--- src/rtl/nobl_sram_pkg.sv ---
package nobl_sram_pkg;

    typedef enum logic [1:0] {
        OP_IDLE  = 2'd0,
        OP_READ  = 2'd1,
        OP_WRITE = 2'd2
    } op_e;

    // Low two address bits for a burst beat; interleave selects XOR order.
    function automatic logic [1:0] burst_low(input logic [1:0] start,
                                             input logic [1:0] count,
                                             input logic       interleave);
        return interleave ? (start ^ count) : (start + count);
    endfunction

endpackage

--- src/rtl/nobl_burst_addr.sv ---
module nobl_burst_addr
    import nobl_sram_pkg::*;
#(
    parameter int AW = 6
) (
    input  logic [AW-1:0] base,
    input  logic [1:0]    count,
    input  logic          interleave,
    output logic [AW-1:0] word_addr
);
    always_comb begin
        word_addr = {base[AW-1:2], burst_low(base[1:0], count, interleave)};
    end
endmodule

--- src/rtl/nobl_array.sv ---
module nobl_array #(
    parameter int AW = 6,
    parameter int NB = 4
) (
    input  logic              clk,
    input  logic              wr_en,
    input  logic [AW-1:0]     wr_addr,
    input  logic [NB-1:0]     wr_lane,
    input  logic [NB*8-1:0]   wr_data,
    input  logic [AW-1:0]     rd_addr,
    output logic [NB*8-1:0]   rd_data
);
    localparam int DEPTH = 1 << AW;

    logic [NB-1:0][7:0] store [DEPTH];

    always_ff @(posedge clk) begin
        if (wr_en) begin
            for (int l = 0; l < NB; l++) begin
                if (wr_lane[l]) store[wr_addr][l] <= wr_data[l*8 +: 8];
            end
        end
    end

    always_comb begin
        rd_data = store[rd_addr];
    end
endmodule

--- src/rtl/nobl_ctrl.sv ---
module nobl_ctrl
    import nobl_sram_pkg::*;
#(
    parameter int AW = 6,
    parameter int NB = 4
) (
    input  logic          clk,
    input  logic          rst_n,
    input  logic          cke_n,
    input  logic          adv,
    input  logic          we_n,
    input  logic [NB-1:0] bw_n,
    input  logic          selected,
    input  logic          mode,
    input  logic [AW-1:0] addr,
    output op_e           op_q,
    output logic [AW-1:0] base_q,
    output logic [1:0]    cnt_q,
    output logic          wr_pend_q,
    output logic          wr_en,
    output logic [AW-1:0] wr_addr,
    output logic [NB-1:0] wr_lane
);
    typedef struct packed {
        op_e           op;
        logic [AW-1:0] base;
        logic [1:0]    cnt;
        logic          wpend;
        logic [AW-1:0] waddr;
        logic [NB-1:0] wlane;
    } state_t;

    state_t s_d, s_q;
    logic [AW-1:0] beat_addr_d;

    always_comb begin
        s_d         = s_q;
        beat_addr_d = '0;
        if (!cke_n) begin
            if (!adv) begin
                s_d.base = addr;
                s_d.cnt  = 2'd0;
                if (!selected)  s_d.op = OP_IDLE;
                else if (we_n)  s_d.op = OP_READ;
                else            s_d.op = OP_WRITE;
            end else if (s_q.op != OP_IDLE) begin
                s_d.cnt = s_q.cnt + 2'd1;
            end
            beat_addr_d = {s_d.base[AW-1:2], burst_low(s_d.base[1:0], s_d.cnt, mode)};
            s_d.wpend   = (s_d.op == OP_WRITE);
            s_d.waddr   = beat_addr_d;
            s_d.wlane   = ~bw_n;
        end
    end

    always_ff @(posedge clk or negedge rst_n) begin
        if (!rst_n) begin
            s_q <= '{op: OP_IDLE, base: '0, cnt: 2'd0, wpend: 1'b0, waddr: '0, wlane: '0};
        end else begin
            s_q <= s_d;
        end
    end

    assign op_q      = s_q.op;
    assign base_q    = s_q.base;
    assign cnt_q     = s_q.cnt;
    assign wr_pend_q = s_q.wpend;
    assign wr_en     = !cke_n && s_q.wpend;
    assign wr_addr   = s_q.waddr;
    assign wr_lane   = s_q.wlane;

    assert_freeze_R2: assert property (@(posedge clk) disable iff (!rst_n)
        cke_n |=> $stable(s_q));

    assert_load_clears_R3: assert property (@(posedge clk) disable iff (!rst_n)
        (!cke_n && !adv) |=> (cnt_q == 2'd0 && base_q == $past(addr)));

    assert_burst_step_R4: assert property (@(posedge clk) disable iff (!rst_n)
        (!cke_n && adv && op_q != OP_IDLE) |=> (cnt_q == $past(cnt_q) + 2'd1 && $stable(op_q)));

    assert_we_ignored_R11: assert property (@(posedge clk) disable iff (!rst_n)
        (!cke_n && adv) |=> $stable(op_q));
endmodule

--- src/rtl/nobl_sram.sv ---
module nobl_sram
    import nobl_sram_pkg::*;
#(
    parameter int AW = 6,
    parameter int NB = 4
) (
    input  logic             clk,
    input  logic             rst_n,
    input  logic             cke_n,
    input  logic             adv,
    input  logic             we_n,
    input  logic [NB-1:0]    bw_n,
    input  logic             ce1_n,
    input  logic             ce2,
    input  logic             ce3_n,
    input  logic             mode,
    input  logic [AW-1:0]    addr,
    input  logic [NB*8-1:0]  din,
    output logic [NB*8-1:0]  dout,
    output logic             dout_oe
);
    localparam int DW = NB * 8;

    op_e           op_q;
    logic [AW-1:0] base_q;
    logic [1:0]    cnt_q;
    logic          wr_pend_q;
    logic          wr_en;
    logic [AW-1:0] wr_addr;
    logic [NB-1:0] wr_lane;
    logic [AW-1:0] rd_addr;
    logic [DW-1:0] rd_data;
    logic          selected;

    assign selected = !ce1_n && ce2 && !ce3_n;

    nobl_ctrl #(.AW(AW), .NB(NB)) u_ctrl (
        .clk(clk), .rst_n(rst_n), .cke_n(cke_n), .adv(adv), .we_n(we_n),
        .bw_n(bw_n), .selected(selected), .mode(mode), .addr(addr),
        .op_q(op_q), .base_q(base_q), .cnt_q(cnt_q), .wr_pend_q(wr_pend_q),
        .wr_en(wr_en), .wr_addr(wr_addr), .wr_lane(wr_lane)
    );

    nobl_burst_addr #(.AW(AW)) u_rd_addr (
        .base(base_q), .count(cnt_q), .interleave(mode), .word_addr(rd_addr)
    );

    nobl_array #(.AW(AW), .NB(NB)) u_array (
        .clk(clk), .wr_en(wr_en), .wr_addr(wr_addr), .wr_lane(wr_lane),
        .wr_data(din), .rd_addr(rd_addr), .rd_data(rd_data)
    );

    assign dout_oe = (op_q == OP_READ);
    assign dout    = dout_oe ? rd_data : '0;

    assert_reset_idle_R1: assert property (@(posedge clk)
        !rst_n |=> (!dout_oe && !wr_pend_q));

    assert_deselect_quiet_R9: assert property (@(posedge clk) disable iff (!rst_n)
        (!cke_n && !adv && !selected) |=> (!dout_oe && !wr_pend_q));

    assert_bus_free_on_write_R10: assert property (@(posedge clk) disable iff (!rst_n)
        wr_pend_q |-> !dout_oe);

    assert_write_after_load_R7: assert property (@(posedge clk) disable iff (!rst_n)
        (!cke_n && !adv && selected && !we_n) |=> wr_pend_q);
endmodule

--- config.mk ---
export PLATFORM = sky130hd
export DESIGN_NAME = nobl_sram
export DESIGN_NICKNAME = d
export VERILOG_FILES = /design/src/rtl/nobl_sram_pkg.sv /design/src/rtl/nobl_burst_addr.sv /design/src/rtl/nobl_array.sv /design/src/rtl/nobl_ctrl.sv /design/src/rtl/nobl_sram.sv
export SDC_FILE = /design/constraint.sdc
export NUM_CORES = 2
export LEC_CHECK = 0
export BUFFER_PORTS_ARGS = -buffer_cell sky130_fd_sc_hd__buf_2
export CAP_MARGIN = 20
export CORE_MARGIN = 2
export CORE_UTILIZATION = 55
export DETAILED_ROUTE_END_ITERATION = 7
export GPL_ROUTABILITY_DRIVEN = 1
export PLACE_DENSITY = 0.71
export SETUP_SLACK_MARGIN = 0.1
export SYNTH_ARGS = -nofsm -noshare
export SYNTH_HDL_FRONTEND = slang
export SYNTH_SLANG_ARGS = --single-unit
--- constraint.sdc ---
create_clock -name clk -period 5.5 [get_ports clk]
set_input_delay 0.275 -clock clk [delete_from_list [all_inputs] [get_ports clk]]
set_output_delay 0.275 -clock clk [all_outputs]
set_load 0.02 [all_outputs]
==> metrics.md <==
| Metric | Value |
|---|---|
| Status | `complete, no violations` |
| Total grt overflow | `0` |
| Final worst slack | `0.280 ns` |
| Commonest non-fill, non-tap cells in the layout | `2,048 x edfxtp_1, 1,534 x nand2_1, 577 x nand3_1` |
| Starting Density | `0.553` |
| Synth top area share | `0.765` |
| Seq cells post-synth | `2,065` |
| Setup TNS | `0 ns` |
| Switching share of power | `0.268` |
| Most common cell after layout, fill and taps aside | `edfxtp_1` |
| EDFF count, synth | `2,048` |
| Internal power | `0.0263 W` |
| Die ar. | `149,000 um2` |
| Worst path arrival time | `4.94 ns` |
| Max_slew headroom | `0.168` |
| Vias | `49,013` |
| Port Buffers | `83` |
| Post-synth top flop | `edfxtp_1` |
| Hold Violations, Final | `0` |
| Largest cells by area after synthesis | `edfxtp_1 76%, nand2_1 7.2%, mux4_2 4.8%, nand3_1 3.6%, nor2_1 1.3%` |
| Async SR Flop Fraction | `0.00823` |
| Clock power frac | `0.359` |
| Global-route wire length before repair | `318 mm` |
| Maximum vdd drop | `0.369 mV` |
| Multi-input logic area | `17,300 um2` |
| Avg Inst Size Synth | `14.6 um2` |
| Worst-margin pin slew | `1.25 ns` |
| Avg WL per Cell | `28.5 um` |
| Syn Inst Count | `5,495` |
| Final setup fails | `0` |
| DR iter-0 viols | `7,665` |
| Critical Path Source Type | `flip-flop` |
| DP Worst Slack | `0.572 ns` |
| Logic pwr share | `0.157` |
| DR DRC count | `0` |
| RSZ-0062 raised after global routing | `no` |
| Yosys cell types | `47` |
| Synth warnings | `0` |
| Max-Cap Viols | `0` |
| Die X | `386 um` |
| # nets final | `5,707` |
| GRT Total Usage | `0.295` |
| ANT nets after route | `0` |
| Layout cells sized above 1 | `0.127` |
| Routability Congestion | `0.901` |
| CP endpoint kind | `output port` |
| Power Total | `0.0359 W` |
| Seq. cell area | `61,900 um2` |
| I/O Pins | `84` |
| CTS buffer count | `198` |
| F_max | `192 MHz` |
| Initial antenna violation count | `23` |
| Largest net degree at the start of global routing | `113` |
| Leakage | `29.7 nW` |
| CORE AREA | `145,000 um2` |
| Post-synthesis cell area | `80,400 um2` |
| Cell area power density | `399 nW/um2` |
| Site Rows | `140` |
| WP data required | `5.22 ns` |
| Vias in the first global route | `46,670` |
| CP max FO | `24` |
| Seq pwr share | `0.484` |
| Period utilization | `0.949` |
| WHS | `0.0362 ns` |
| Die H | `386 um` |
| Area grow syn2layout | `12.0%` |
| Final Max Slew Viols | `0` |
| Vias per std cell | `6.34` |
| Clk Latency, worst-skew pair | `0.82 ns` |
| Mapped Nets | `5,548` |
| WL final | `220 mm` |
| Clock Root Buffer | `clkbuf_16` |
| Hold Crit Class | `input port to asynchronous set/reset pin` |
| Clock Sinks | `2,065` |
| Seq/Total Area, Yosys | `0.770` |
| NetSw | `0.00964 W` |
| CTS tree | `yes` |
| Fin util | `0.619` |
| Clock Path Buffers | `3` |
| H-tree Lvls | `4` |
| DP HPWL | `137 mm` |
| Clock skew | `0.0251 ns` |
| Fin crit period | `5.22 ns` |
| 1st-pass router iterations | `6` |
| Register clock-pin slew on the reported worst setup and hold paths | `0.07 ns` |
| Fillers | `10,381` |
| Crit Path Category | `flip-flop to output port` |
| Synth area leader | `edfxtp_1` |
critical path, stage by stage, from the launching register on:
cell and delay [ns]:
dfrtp_1 0.84, nor2b_1 0.66, nand2_1 0.41, nor2_4 0.95
buf_4 0.33, nand3_1 0.09, nand4_1 0.19, or3_1 0.24
nor4_1 0.07, buf_4 0.16, buf_2 0.16
metrics by stage:
step                area [um2]  instances
finish                   90000       7727
global route             90000       7723
CTS                      89800       7708
detailed placement       83500       7329
global placement         83500       7326
floorplan                80400       5495
worst paths after layout:
path                                    from               endpoint  slack (ns)  cells after the start
min                                    rst_n        u_ctrl.cnt_q[1]        0.04                      2
min in group clk                       ce1_n       u_ctrl.wr_pend_q        0.06                      4
max                        u_ctrl.wr_addr[5]               dout[23]        0.28                     10
max in group asynchronous              rst_n      u_ctrl.wr_addr[2]        5.08                      2
min reg2reg                 u_ctrl.wr_pend_q       u_ctrl.wr_pend_q        0.53                      2
max reg2reg                u_ctrl.wr_addr[5]  u_array.store[31][10]        1.18                      4
per-layer routing:
| metal | global-route usage | wire, um |
|---|---|---|
| met2 | 0.438 | 99700 |
| met5 | 0 | 192 |
| met3 | 0.0828 | 28500 |
| met4 | 0.125 | 9910 |
| met1 | 0.415 | 82000 |
area by class of cell:
| cell class | instances | share of cell area |
|---|---|---|
| repair buffers | 288 | 0.0260 |
| flip-flops and latches | 2065 | 0.688 |
| well taps | 1917 | 0.0266 |
| diodes | 4 | 0.000111 |
| clock buffers | 256 | 0.0593 |
| inverters | 3 | 0.000125 |
| clock inverters | 96 | 0.00756 |
| multi-input cells | 3098 | 0.193 |
cells in the mapped netlist, drive strengths merged (17+ instances only):
| master | instances |
|---|---|
| nand4 | 151 |
| or3 | 30 |
| mux4 | 170 |
| nor2 | 274 |
| o211ai | 27 |
| buf | 140 |
| nor4 | 29 |
| nand2 | 1535 |
| nand3 | 578 |
| a31oi | 98 |
| nor3 | 24 |
| and3 | 70 |
| edfxtp | 2048 |
| dfrtp | 17 |
| clkbuf | 189 |
power groups by stage:
| stage | registers, W | logic (W) | clock network (W) |
|---|---|---|---|
| final | 0.0174 | 0.00563 | 0.0129 |
| after floorplan | 0.0177 | 0.00343 | 0 |
| after CTS | 0.0174 | 0.00549 | 0.0129 |
| after global routing | 0.0174 | 0.00597 | 0.0135 |
| after detailed placement | 0.0177 | 0.00540 | 0 |
| after global placement | 0.0177 | 0.00533 | 0 |
repair_timing:
action	CTS	global route
hold buffers	23	4
setup endpoints to repair	6	2
buffers inserted	4	6
resized for setup	3	0
pin swaps	1	1
endpoints found under the hold margin	34	50
cloned	0	0
registers in the layout (all words and copies together) (netlist names):
register and count:
u_array.store 2048, u_ctrl.wr_lane 4, u_ctrl.cnt_q 2, u_ctrl.wr_addr 6, u_ctrl.op_q 2, u_ctrl.base_q 2, u_ctrl.wr_pend_q 1
logic make-up (layout without fill, tap and decap cells):
family | Yosys count | in the layout | share of synthesized area
AO/OA/AOI/OAI | 167 | 167 | 0.0139
other | 0 | 4 | 0
flip-flops | 2065 | 2065 | 0.770
XOR/XNOR | 5 | 5 | 0.000778
adder cells (fa/ha/maj) | 2 | 2 | 0.000311
multiplexers | 195 | 195 | 0.0509
buffers and inverters | 332 | 643 | 0.0171
AND/OR/NAND/NOR | 2729 | 2729 | 0.147
(Power assumes the default switching activity.)
